==> src/rtl/mlc_pkg.sv <==
package mlc_pkg;
    typedef enum logic [1:0] {
        LS_I = 2'd0,
        LS_S = 2'd1,
        LS_M = 2'd2
    } line_st_t;

    typedef enum logic [1:0] {
        CL_C2C   = 2'd0,
        CL_SPLIT = 2'd1,
        CL_HUNT  = 2'd2
    } txn_cls_t;

    typedef enum logic [2:0] {
        FS_IDLE,
        FS_NL_ISSUE,
        FS_NL_WAIT,
        FS_ACT_ISSUE,
        FS_ACT_WAIT,
        FS_RESP
    } fsm_t;
endpackage

==> src/rtl/mlc_tag_array.sv <==
module mlc_tag_array
    import mlc_pkg::*;
#(
    parameter int SETS  = 8,
    parameter int TAG_W = 4,
    parameter int N_L1  = 4,
    localparam int IDX_W = $clog2(SETS),
    localparam int SRC_W = $clog2(N_L1)
) (
    input  logic             clk,
    input  logic             rst_n,
    input  logic [IDX_W-1:0] rd_idx,
    output line_st_t         rd_st,
    output logic [TAG_W-1:0] rd_tag,
    output logic [N_L1-1:0]  rd_pres,
    output logic             rd_below,
    output logic [SRC_W-1:0] rd_own,
    input  logic             we,
    input  logic [IDX_W-1:0] wr_idx,
    input  line_st_t         wr_st,
    input  logic [TAG_W-1:0] wr_tag,
    input  logic [N_L1-1:0]  wr_pres,
    input  logic             wr_below,
    input  logic [SRC_W-1:0] wr_own
);
    typedef struct packed {
        line_st_t         st;
        logic [TAG_W-1:0] tag;
        logic [N_L1-1:0]  pres;
        logic             below;
        logic [SRC_W-1:0] own;
    } ent_t;

    ent_t wr_ent;
    ent_t ent_all [SETS];

    assign wr_ent = '{st: wr_st, tag: wr_tag, pres: wr_pres, below: wr_below, own: wr_own};

    for (genvar s = 0; s < SETS; s++) begin : g_set
        ent_t ent_d, ent_q;

        always_comb begin
            ent_d = ent_q;
            if (we && wr_idx == IDX_W'(s)) begin
                ent_d = wr_ent;
            end
        end

        always_ff @(posedge clk or negedge rst_n) begin
            if (!rst_n) begin
                ent_q <= '0;
            end else begin
                ent_q <= ent_d;
            end
        end

        assign ent_all[s] = ent_q;
    end

    ent_t rd_ent;
    assign rd_ent   = ent_all[rd_idx];
    assign rd_st    = rd_ent.st;
    assign rd_tag   = rd_ent.tag;
    assign rd_pres  = rd_ent.pres;
    assign rd_below = rd_ent.below;
    assign rd_own   = rd_ent.own;
endmodule

==> src/rtl/mlc_classify.sv <==
module mlc_classify
    import mlc_pkg::*;
#(
    parameter int TAG_W = 4,
    parameter int SRC_W = 2
) (
    input  line_st_t         st,
    input  logic [TAG_W-1:0] line_tag,
    input  logic             below,
    input  logic [SRC_W-1:0] own,
    input  logic [TAG_W-1:0] req_tag,
    input  logic [SRC_W-1:0] req_src,
    input  logic             req_excl,
    output txn_cls_t         cls
);
    logic hit;
    logic foreign_mod;

    always_comb begin
        hit         = (st != LS_I) && (line_tag == req_tag);
        foreign_mod = hit && (st == LS_M) && below && (own != req_src);
        if (!hit) begin
            cls = CL_SPLIT;
        end else if (foreign_mod) begin
            cls = CL_HUNT;
        end else if (req_excl && st == LS_S) begin
            cls = CL_SPLIT;
        end else begin
            cls = CL_C2C;
        end
    end
endmodule

==> src/rtl/mlc_wait_timer.sv <==
module mlc_wait_timer #(
    parameter int TMO_W = 8
) (
    input  logic             clk,
    input  logic             rst_n,
    input  logic             en,
    input  logic [TMO_W-1:0] limit,
    output logic             expired
);
    localparam logic [TMO_W-1:0] CNT_MAX = '1;

    logic [TMO_W-1:0] cnt_d, cnt_q;

    always_comb begin
        if (!en) begin
            cnt_d = '0;
        end else if (cnt_q == CNT_MAX) begin
            cnt_d = cnt_q;
        end else begin
            cnt_d = cnt_q + 1'b1;
        end
    end

    always_ff @(posedge clk or negedge rst_n) begin
        if (!rst_n) begin
            cnt_q <= '0;
        end else begin
            cnt_q <= cnt_d;
        end
    end

    assign expired = en && (cnt_q >= limit);
endmodule

==> src/rtl/mlc_txn_ctrl.sv <==
module mlc_txn_ctrl
    import mlc_pkg::*;
#(
    parameter int N_L1  = 4,
    parameter int SETS  = 8,
    parameter int TAG_W = 4,
    parameter int TMO_W = 8,
    localparam int SRC_W  = $clog2(N_L1),
    localparam int IDX_W  = $clog2(SETS),
    localparam int ADDR_W = IDX_W + TAG_W
) (
    input  logic              clk,
    input  logic              rst_n,
    input  logic              req_valid,
    output logic              req_ready,
    input  logic              req_excl,
    input  logic [SRC_W-1:0]  req_src,
    input  logic [ADDR_W-1:0] req_addr,
    output logic              rsp_valid,
    output logic [SRC_W-1:0]  rsp_src,
    output logic [1:0]        rsp_cls,
    output logic              rsp_excl,
    output logic              act_valid,
    output logic [SRC_W-1:0]  act_dst,
    output logic [ADDR_W-1:0] act_addr,
    input  logic              rct_valid,
    output logic              nl_req_valid,
    output logic [ADDR_W-1:0] nl_req_addr,
    output logic              nl_req_excl,
    input  logic              nl_rsp_valid,
    input  logic [TMO_W-1:0]  timeout_cfg,
    output logic              nl_timeout,
    output logic              proto_err
);
    typedef struct packed {
        fsm_t             fsm;
        logic [SRC_W-1:0] src;
        logic [IDX_W-1:0] idx;
        logic [TAG_W-1:0] tag;
        logic             excl;
        txn_cls_t         cls;
        logic [SRC_W-1:0] own;
        logic             perr;
    } ctl_t;

    ctl_t ctl_d, ctl_q;

    logic [IDX_W-1:0] req_idx;
    logic [TAG_W-1:0] req_tag;
    assign req_idx = req_addr[IDX_W-1:0];
    assign req_tag = req_addr[ADDR_W-1:IDX_W];

    logic             idle;
    logic [IDX_W-1:0] rd_idx;
    line_st_t         rd_st;
    logic [TAG_W-1:0] rd_tag;
    logic [N_L1-1:0]  rd_pres;
    logic             rd_below;
    logic [SRC_W-1:0] rd_own;
    txn_cls_t         cls_w;

    assign idle   = (ctl_q.fsm == FS_IDLE);
    assign rd_idx = idle ? req_idx : ctl_q.idx;

    logic             we;
    logic [IDX_W-1:0] wr_idx;
    line_st_t         wr_st;
    logic [TAG_W-1:0] wr_tag;
    logic [N_L1-1:0]  wr_pres;
    logic             wr_below;
    logic [SRC_W-1:0] wr_own;

    mlc_tag_array #(.SETS(SETS), .TAG_W(TAG_W), .N_L1(N_L1)) u_tags (
        .clk      (clk),
        .rst_n    (rst_n),
        .rd_idx   (rd_idx),
        .rd_st    (rd_st),
        .rd_tag   (rd_tag),
        .rd_pres  (rd_pres),
        .rd_below (rd_below),
        .rd_own   (rd_own),
        .we       (we),
        .wr_idx   (wr_idx),
        .wr_st    (wr_st),
        .wr_tag   (wr_tag),
        .wr_pres  (wr_pres),
        .wr_below (wr_below),
        .wr_own   (wr_own)
    );

    mlc_classify #(.TAG_W(TAG_W), .SRC_W(SRC_W)) u_cls (
        .st       (rd_st),
        .line_tag (rd_tag),
        .below    (rd_below),
        .own      (rd_own),
        .req_tag  (req_tag),
        .req_src  (req_src),
        .req_excl (req_excl),
        .cls      (cls_w)
    );

    mlc_wait_timer #(.TMO_W(TMO_W)) u_tmo (
        .clk     (clk),
        .rst_n   (rst_n),
        .en      (ctl_q.fsm == FS_NL_WAIT),
        .limit   (timeout_cfg),
        .expired (nl_timeout)
    );

    // selected view of the transaction: live request when idle, latched otherwise
    logic             accept;
    logic [SRC_W-1:0] sel_src;
    logic             sel_excl;
    txn_cls_t         sel_cls;
    logic [N_L1-1:0]  sel_bit;

    always_comb begin
        accept   = idle && req_valid;
        sel_src  = idle ? req_src  : ctl_q.src;
        sel_excl = idle ? req_excl : ctl_q.excl;
        sel_cls  = idle ? cls_w    : ctl_q.cls;
        sel_bit  = N_L1'(1) << sel_src;
    end

    // completion update of the tag entry
    always_comb begin
        we = (accept && cls_w == CL_C2C)
          || (ctl_q.fsm == FS_NL_WAIT  && nl_rsp_valid)
          || (ctl_q.fsm == FS_ACT_WAIT && rct_valid);
        wr_idx   = rd_idx;
        wr_tag   = idle ? req_tag : ctl_q.tag;
        wr_st    = rd_st;
        wr_pres  = rd_pres;
        wr_below = rd_below;
        wr_own   = rd_own;
        if (sel_excl) begin
            wr_st    = LS_M;
            wr_pres  = sel_bit;
            wr_below = 1'b1;
            wr_own   = sel_src;
        end else begin
            case (sel_cls)
                CL_HUNT: begin
                    wr_st    = LS_M;
                    wr_below = 1'b0;
                    wr_pres  = rd_pres | sel_bit;
                end
                CL_SPLIT: begin
                    wr_st    = LS_S;
                    wr_below = 1'b0;
                    wr_pres  = sel_bit;
                    wr_own   = sel_src;
                end
                default: begin
                    wr_pres = rd_pres | sel_bit;
                end
            endcase
        end
    end

    // sequencer next state
    always_comb begin
        ctl_d      = ctl_q;
        ctl_d.perr = ctl_q.perr | (rct_valid && ctl_q.fsm != FS_ACT_WAIT);
        case (ctl_q.fsm)
            FS_IDLE: begin
                if (accept) begin
                    ctl_d.src  = req_src;
                    ctl_d.idx  = req_idx;
                    ctl_d.tag  = req_tag;
                    ctl_d.excl = req_excl;
                    ctl_d.cls  = cls_w;
                    ctl_d.own  = rd_own;
                    case (cls_w)
                        CL_HUNT:  ctl_d.fsm = FS_ACT_ISSUE;
                        CL_SPLIT: ctl_d.fsm = FS_NL_ISSUE;
                        default:  ctl_d.fsm = FS_RESP;
                    endcase
                end
            end
            FS_NL_ISSUE:  ctl_d.fsm = FS_NL_WAIT;
            FS_NL_WAIT:   if (nl_rsp_valid) ctl_d.fsm = FS_RESP;
            FS_ACT_ISSUE: ctl_d.fsm = FS_ACT_WAIT;
            FS_ACT_WAIT:  if (rct_valid) ctl_d.fsm = FS_RESP;
            default:      ctl_d.fsm = FS_IDLE;
        endcase
    end

    always_ff @(posedge clk or negedge rst_n) begin
        if (!rst_n) begin
            ctl_q <= '{fsm: FS_IDLE, cls: CL_C2C, default: '0};
        end else begin
            ctl_q <= ctl_d;
        end
    end

    assign req_ready    = idle;
    assign rsp_valid    = (ctl_q.fsm == FS_RESP);
    assign rsp_src      = ctl_q.src;
    assign rsp_cls      = ctl_q.cls;
    assign rsp_excl     = ctl_q.excl;
    assign act_valid    = (ctl_q.fsm == FS_ACT_ISSUE);
    assign act_dst      = ctl_q.own;
    assign act_addr     = {ctl_q.tag, ctl_q.idx};
    assign nl_req_valid = (ctl_q.fsm == FS_NL_ISSUE);
    assign nl_req_addr  = {ctl_q.tag, ctl_q.idx};
    assign nl_req_excl  = ctl_q.excl;
    assign proto_err    = ctl_q.perr;
endmodule

==> config.mk <==
export PLATFORM = sky130hd
export DESIGN_NAME = mlc_txn_ctrl
export DESIGN_NICKNAME = d
export VERILOG_FILES = /design/src/rtl/mlc_pkg.sv /design/src/rtl/mlc_tag_array.sv /design/src/rtl/mlc_classify.sv /design/src/rtl/mlc_wait_timer.sv /design/src/rtl/mlc_txn_ctrl.sv
export SDC_FILE = /design/constraint.sdc
export NUM_CORES = 1
export LEC_CHECK = 0
export CORE_MARGIN = 2
export CORE_UTILIZATION = 52
export DETAILED_ROUTE_END_ITERATION = 16
export HOLD_SLACK_MARGIN = 0.12
export PLACE_DENSITY = 0.74
export SLEW_MARGIN = 20
export SYNTH_ARGS = -nofsm -noshare
export SYNTH_HDL_FRONTEND = slang
export SYNTH_SLANG_ARGS = --single-unit
==> constraint.sdc <==
create_clock -name clk -period 3.9 [get_ports clk]
set_input_delay 0.78 -clock clk [delete_from_list [all_inputs] [get_ports clk]]
set_output_delay 0.78 -clock clk [all_outputs]
set_load 0.01 [all_outputs]
==> reports/metrics.csv, run 1 <==
stage,metric,value,unit
grt,first-pass GRT wire length,20800,µm
cts,"Clk Latency, worst-skew pair",370,ps
logic_synthesis,number of flops mapped to enable cells by yosys,0,
routing,vias per cell,5.72,
logic_synthesis,Mapped Cells,519,
setup_path,worst reg-to-reg path cell count,12,
logic_synthesis,Syn Std Cell Area,5120,µm²
routing,drt initial violations,190,
cts,TritonCTS clock tree,done,
grt,All-Layer GR Usage,25.9,%
cts,TritonCTS Buffers,9,
place,Port-buffer cells,50,
timing,Final min period,3740,ps
routing,Final ANT Viol Nets,0,
pwr,Net Switching,2.24,mW
die,core box area,9680,µm²
timing,Final period util,95.9,%
die,Initial Util,52.9,%
grt,vias in the first global route,4037,
grt,grt ovf,0,
die,io pins,51,
layout,most frequent cells in the layout,"96 x dfrtp_1, 80 x nand2_1, 60 x o21ai_0",
setup_path,CP max FO,9,
layout,fin cells,719,
logic_synthesis,sequential fraction of the synthesis area,47.9,%
layout,share of layout cells above drive strength 1,23.4,%
worst_hold_path,Min-Delay Path Class,in -> async,
die,Rows,36,
cts,H-tree levels,3,
pwr,PD cells,853,nW/µm²
routing,DRC Markers,0,
place,Placed Cells,699,
pwr,Logic pwr share,56.4,%
setup_path,CP Capture Type,flip-flop,
logic_synthesis,Ys Warns,0,
pwr,clock group share of total power,10.8,%
logic_synthesis,prevailing post-synth register cell,dfrtp_1,
pwr,switching part of the total,42.3,%
place,Post-DP HPWL,9230,µm
pwr,Seq pwr share,32.8,%
setup_path,Reg-to-Reg Start,ctl_q[17],
cts,CTS Buffer Depth,2,
logic_synthesis,syn avg cell area,9.87,µm²
cts,clk sinks,98,
timing,Final WS setup,159,ps
cts,Clock Pin Slew Worst Setup and Hold Paths,100,ps
routing,wire length per cell,18.2,µm
logic_synthesis,Synth cell types,49,
routing,final WL,13100,µm
timing,Worst Skew,13.3,ps
pwr,Max VDD drop,0.430,mV
layout,fill cell count,754,
flow_run,max cap viols,0,
grt,initial antenna violation count,0,
timing,relative slew slack,38.8,%
logic_synthesis,ys async rst share,100,%
setup_path,kind of critical path,reg -> reg,
timing,f_max,267,MHz
timing,Pins Over Slew Limit,0,
pwr,Internal,3.06,mW
logic_synthesis,syn_nets,555,
cts,CTS Hold Buffers Added,0,
die,die width,103,µm
layout,Final #Nets,618,
pwr,Pleak,2.85,nW
routing,Vias,4116,
timing,Final Setup Violations,0,
layout,# diodes,0,
setup_path,WP data required,4180,ps
setup_path,CP arrival,4030,ps
die,Die Span Y,103,µm
die,die area,10700,µm²
setup_path,RR Endpoint,u_tags.ent_all[63],
place,GP Congestion,0.916,
timing,Worst Tran Pin Value,892,ps
grt,largest net degree at the start of global routing,59,
place,Placement Setup Slack,-697,ps
timing,unrepaired setup endpoints after global routing,false,
timing,Final Hold Fails,0,
layout,"most common cell after layout, fill and taps aside",dfrtp_1,
routing,TritonRoute pass-1 iters,5,
setup_path,startpoint types,flip-flop,
setup_path,R2R Setup Slk,160,ps
layout,Synth-to-Final Area Change,21.2,%
logic_synthesis,number of synthesized register bits,98,
run_status,outcome,"finished, final reports clean",
pwr,total power,5.30,mW
cts,clk root buf,clkbuf_8,
-- repair_timing --
item	in CTS	in global routing
gates resized for setup	19	8
buffers inserted	4	0
pin swaps	5	5
endpoints found under the setup margin	72	67
gates cloned	1	0
-- cell families after synthesis --
group | synth area share, %
adder cells (fa/ha/maj) | 3.17
buffers and inverters | 7.10
XOR/XNOR | 1.54
multiplexers | 9.33
flip-flops | 47.9
AO/OA/AOI/OAI | 15.9
AND/OR/NAND/NOR | 15.1
-- worst max-delay path, stage by stage, from the launching register on --
cell and delay, ps:
dfrtp_2 490, nor3_4 240, buf_12 160, mux2_2 440
buf_4 190, o32a_2 420, xnor2_1 160, o2111a_2 300
mux2_4 270, ha_1 360, nor2_1 70, a211o_1 330
o21ai_0 220
-- worst max path at each step --
stage / startpoint / to / slack, ps / cells past startpoint
after global placement: req_addr[0] / u_tags.ent_all[0] / -560 / 13
after global routing: req_addr[0] / u_tags.ent_all[12] / 20 / 16
final: ctl_q[17] / u_tags.ent_all[63] / 160 / 12
after CTS: timeout_cfg[0] / nl_timeout / 70 / 11
after detailed placement: req_addr[0] / u_tags.ent_all[52] / -700 / 14
after floorplan: req_addr[0] / u_tags.ent_all[21] / 90 / 15
-- routing by layer --
metal  global-route usage [%]  share of wire (%)  up-vias
li1                         -                  -     1936
met1                     34.4                 42     2008
met2                     43.4                 50      153
met3                     3.43                6.0       19
met4                     10.4                2.1        0
met5                        0                  0        -
-- registers in the layout (all words and copies together), names as in the netlist --
name / cells
proto_err: 1
rsp_cls: 2
ctl_q: 3
u_tmo.cnt_q: 8
nl_req_excl: 1
act_dst: 2
act_addr: 7
u_tags.ent_all: 72
rsp_src: 2
-- cell type report --
class / count / area [µm²] / area share, %
sequential: 98 / 2450 / 39.5
multi-input combinational: 358 / 2410 / 38.8
timing repair buffer: 103 / 976 / 15.7
tap: 133 / 166 / 2.68
clock buffer: 9 / 124 / 1.99
inverter: 12 / 45.0 / 0.725
clock inverter: 6 / 35.0 / 0.564
-- cell usage after synthesis (3+ instances only) --
library cell	count	share of area, %
o22ai_1	7	0.85
xor2_1	6	1.0
nor2b_1	8	0.98
buf_6	5	1.1
xnor2_1	3	0.51
mux2_2	30	6.6
and3_2	4	0.59
or3_1	8	0.98
o21ai_0	60	5.9
buf_4	22	3.2
clkbuf_1	22	1.6
a21o_1	5	0.73
and3_1	10	1.2
nor2_1	30	2.2
and2_1	4	0.49
a21oi_1	14	1.4
nand2b_1	3	0.37
a31oi_1	6	0.73
a211oi_1	11	1.6
nand2_1	80	5.9
inv_1	12	0.88
mux2i_1	11	2.1
nand3_1	4	0.39
ha_1	13	3.2
buf_2	3	0.29
o221ai_1	15	2.6
dfrtp_1	98	48
-- power groups by stage --
stage / clock [mW] / sequential, mW / combinational (mW)
3_3_place_gp: 0 / 1.70 / 2.73
5_1_grt: 0.621 / 1.78 / 3.26
4_1_cts: 0.580 / 1.72 / 2.96
2_1_floorplan: 0 / 1.63 / 1.83
3_5_place_dp: 0 / 1.72 / 2.80
6_report: 0.575 / 1.74 / 2.99
-- metrics by stage --
step | setup TNS (ps) | hold WS [ps] | util [%] | area (µm²)
after floorplan | 0 | 441 | - | 5120
after global placement | -33350 | 442 | 60.9 | 5900
after detailed placement | -42240 | 452 | 60.9 | 5900
after CTS | 0 | 473 | 63.9 | 6190
after global routing | 0 | 493 | 64.1 | 6210
final | 0 | 470 | 64.1 | 6210
Note: power is estimated with default switching activity, not from simulation.
==> run 2: changes to the inputs <==
--- a/config.mk
+++ b/config.mk
@@ -7,6 +7,7 @@
 export LEC_CHECK = 0
 export CORE_MARGIN = 2
 export CORE_UTILIZATION = 52
+export CTS_CLUSTER_DIAMETER = 150
 export DETAILED_ROUTE_END_ITERATION = 16
 export HOLD_SLACK_MARGIN = 0.12
 export PLACE_DENSITY = 0.74
==> results of run 2 <==
Final layout, timing and power as in run 1 (identical DEF).
==> run 3: changes to the inputs <==
--- a/config.mk
+++ b/config.mk
@@ -5,8 +5,9 @@
 export SDC_FILE = /design/constraint.sdc
 export NUM_CORES = 1
 export LEC_CHECK = 0
+export ABC_AREA = 1
 export CORE_MARGIN = 2
-export CORE_UTILIZATION = 52
+export CORE_UTILIZATION = 53
 export CTS_CLUSTER_DIAMETER = 150
 export DETAILED_ROUTE_END_ITERATION = 16
 export HOLD_SLACK_MARGIN = 0.12
==> run 3 against run 2 <==
Effect of this change: final cell count increased by 31%; flip-flop and latch count unchanged; clock skew increased by 1.7 ps; total power increased by 9.9%; fmax increased by 3.2%; sequential share of layout area decreased by 1.6 points; register-to-register slack improved by 140 ps; critical path type is now in -> reg.
==> reports/metrics.csv, run 3 <==
stage,metric,value,unit,change
grt,initial antenna violation count,0,,unchanged
pwr,total power,5.82,mW,+9.9%
timing,unrepaired setup endpoints after global routing,false,,
logic_synthesis,number of synthesized register bits,98,,unchanged
cts,H-tree levels,3,,unchanged
setup_path,CP arrival,3870,ps,-160 ps
run_status,outcome,"finished, final reports clean",,
logic_synthesis,Synth cell types,37,,-24%
cts,CTS Buffer Depth,2,,unchanged
layout,max reg flops,72,,unchanged
timing,hold slack,436,ps,-34.0 ps
place,Post-DP Area,6230,µm²,+5.6%
place,Placement Setup Slack,-145,ps,+551 ps
cts,CTS Hold Buffers Added,0,,unchanged
routing,vias per cell,5.26,,-8.1%
timing,Pins Over Slew Limit,0,,unchanged
die,Rows,37,,+2.8%
routing,Vias,4959,,+20%
die,core box area,10400,µm²,+7.1%
cts,Clock Pin Slew Worst Setup and Hold Paths,100,ps,about the same
place,Port-buffer cells,50,,unchanged
grt,All-Layer GR Usage,25.3,%,-0.65 points
layout,Synth-to-Final Area Change,14.0,%,
cts,clk sinks,98,,unchanged
pwr,Pleak,3.30,nW,+16%
logic_synthesis,syn avg cell area,7.46,µm²,-24%
flow_run,max cap viols,0,,unchanged
cts,TritonCTS clock tree,done,,
layout,final instance area,6470,µm²,+4.2%
worst_hold_path,Min-Delay Path Class,in -> async,,
routing,wire length per cell,14.7,µm,-19%
pwr,PD cells,900,nW/µm²,+5.5%
logic_synthesis,Syn Std Cell Area,5680,µm²,+11%
logic_synthesis,dominant cell type by area after synthesis,dfrtp_1,,
setup_path,kind of critical path,in -> reg,,
setup_path,CP max FO,12,,+3
routing,DRC Markers,0,,unchanged
logic_synthesis,syn_nets,797,,+44%
die,die width,107,µm,+4.1%
logic_synthesis,Mapped Cells,761,,+47%
layout,# diodes,0,,unchanged
setup_path,CP Capture Type,flip-flop,,
routing,final WL,13900,µm,+5.8%
routing,Final ANT Viol Nets,0,,unchanged
layout,"most common cell after layout, fill and taps aside",nand2_1,,
logic_synthesis,largest cells by area after synthesis,"dfrtp_1 43%, nand2_1 18%, inv_1 6.9%",,
timing,f_max,276,MHz,+3.2%
place,GP Congestion,0.935,,+2.2%
cts,TritonCTS Buffers,9,,unchanged
setup_path,WP data required,4140,ps,-40 ps
logic_synthesis,ys async rst share,100,%,unchanged
die,Die Span Y,107,µm,+4.1%
logic_synthesis,sequential fraction of the synthesis area,43.2,%,-4.7 points
grt,largest net degree at the start of global routing,81,,+37%
logic_synthesis,prevailing post-synth register cell,dfrtp_1,,
layout,Final #Nets,838,,+36%
layout,most frequent cells in the layout,"278 x nand2_1, 104 x inv_1, 98 x dfrtp_1",,
timing,Final Setup Violations,0,,unchanged
pwr,Max VDD drop,0.422,mV,-2.1%
die,die area,11600,µm²,+8.3%
timing,Final Hold Fails,0,,unchanged
layout,share of layout cells above drive strength 1,10.7,%,-13 points
routing,TritonRoute pass-1 iters,5,,unchanged
logic_synthesis,share of the synthesized area in the top cell type,43.2,%,-4.7 points
layout,fin cells,943,,+31%
timing,Final WS setup,273,ps,+114 ps
cts,"Clk Latency, worst-skew pair",380,ps,about the same
grt,first-pass GRT wire length,22900,µm,+10%
place,Placed Cells,923,,+32%
timing,Final period util,93.0,%,-2.9 points
logic_synthesis,"top cells by count, synth","278 x nand2_1, 104 x inv_1, 98 x dfrtp_1",,
routing,drt initial violations,479,,+150%
timing,relative slew slack,38.8,%,about the same
setup_path,startpoint types,input pin,,
timing,Worst Skew,15.0,ps,+1.70 ps
die,Initial Util,54.7,%,+1.8 points
timing,Worst Tran Pin Value,911,ps,+19.3 ps
place,Post-DP HPWL,9880,µm,+7.1%
die,io pins,51,,unchanged
logic_synthesis,most common cell in the netlist,nand2_1,,
timing,Final min period,3630,ps,-114 ps
cts,clk root buf,clkbuf_8,,
grt,vias in the first global route,4701,,+16%
logic_synthesis,number of flops mapped to enable cells by yosys,0,,unchanged
logic_synthesis,Ys Warns,0,,unchanged
grt,grt ovf,0,,unchanged
[run 3: cell types whose count changed after synthesis, sizes merged, moves of 11 or more]
cell	change
clkbuf	-20
nand2	+207
o21ai	+39
buf	+13
mux2i	-11
nand3	+39
inv	+97
a211oi	-11
o221ai	-15
mux2	-32
and3	-14
[run 3: metal layers]
| metal | part of all wire (%) | track usage, % | wire, µm | vias to the layer above |
|---|---|---|---|---|
| met4 | 1.0 | 7.51 | 144 | 0 |
| met3 | 8.6 | 4.72 | 1190 | 10 |
| met2 | 45 | 40.1 | 6290 | 211 |
| li1 | - | - | - | 2444 |
| met1 | 45 | 35.4 | 6230 | 2294 |
| met5 | 0 | 0 | 0 | - |
[run 3: layout make-up]
type	instances	area, µm²
Clock buffer	11	151
Clock inverter	5	37.5
Fill cell	911	3900
Inverter	109	409
Multi-Input combinational cell	509	2510
Sequential cell	98	2450
Tap cell	136	170
Timing Repair Buffer	75	742
[run 3: final timing paths]
path | cells after the start | slack [ps] | start | endpoint
max in group asynchronous | 2 | 2800 | rst_n | u_tags.ent_all[25]
min | 1 | 440 | rst_n | u_tmo.cnt_q[4]
max reg2reg | 19 | 300 | ctl_q[15] | u_tags.ent_all[35]
max | 19 | 270 | req_addr[0] | u_tags.ent_all[35]
min reg2reg | 2 | 480 | u_tags.ent_all[73] | u_tags.ent_all[73]
min in group clk | 2 | 480 | u_tags.ent_all[73] | u_tags.ent_all[73]
[run 3: critical path: stages]
cell and delay [ps]:
clkdlybuf4s50_1 500, nand3_1 180, nand2_2 170, buf_4 200, nand2_1 60, o21ai_0 100
nand2_1 100, nand3_1 130, nand2_1 60, nand2_1 60, nand2_1 90, nor2_4 220
nand3_2 140, ha_1 230, a21oi_4 380, nor3_2 110, buf_4 190, nand2_1 50
o21ai_0 110
[run 3: timing repair]
item | in CTS | in global routing
endpoints found under the setup margin | 0 | 27
setup buffers | 0 | 4
gates resized for setup | 0 | 4
hold endpoints to repair | 0 | 0
[run 3: cells by family (layout without fill, tap and decap cells)]
group | after synthesis | after routing | share of synthesized area, %
AND/OR/NAND/NOR | 372 | 372 | 28.8
XOR/XNOR | 1 | 1 | 0.154
AO/OA/AOI/OAI | 123 | 123 | 12.1
buffers and inverters | 154 | 200 | 12.8
adder cells (fa/ha/maj) | 13 | 13 | 2.87
flip-flops | 98 | 98 | 43.2
[run 3: through the flow]
step	TNS, ps	utilization, %
after floorplan	0	-
after global placement	-534	60.1
after detailed placement	-1350	60.1
after CTS	0	61.9
after global routing	0	62.4
final	0	62.4
[run 3: power breakdown]
group | switching [mW] | total (mW) | leakage (nW) | internal, mW
clock network | 0.385 | 0.654 | 0.0919 | 0.270
logic | 2.27 | 3.51 | 2.01 | 1.24
registers | 0.226 | 1.66 | 1.20 | 1.43
total | 2.88 | 5.82 | 3.30 | 2.94
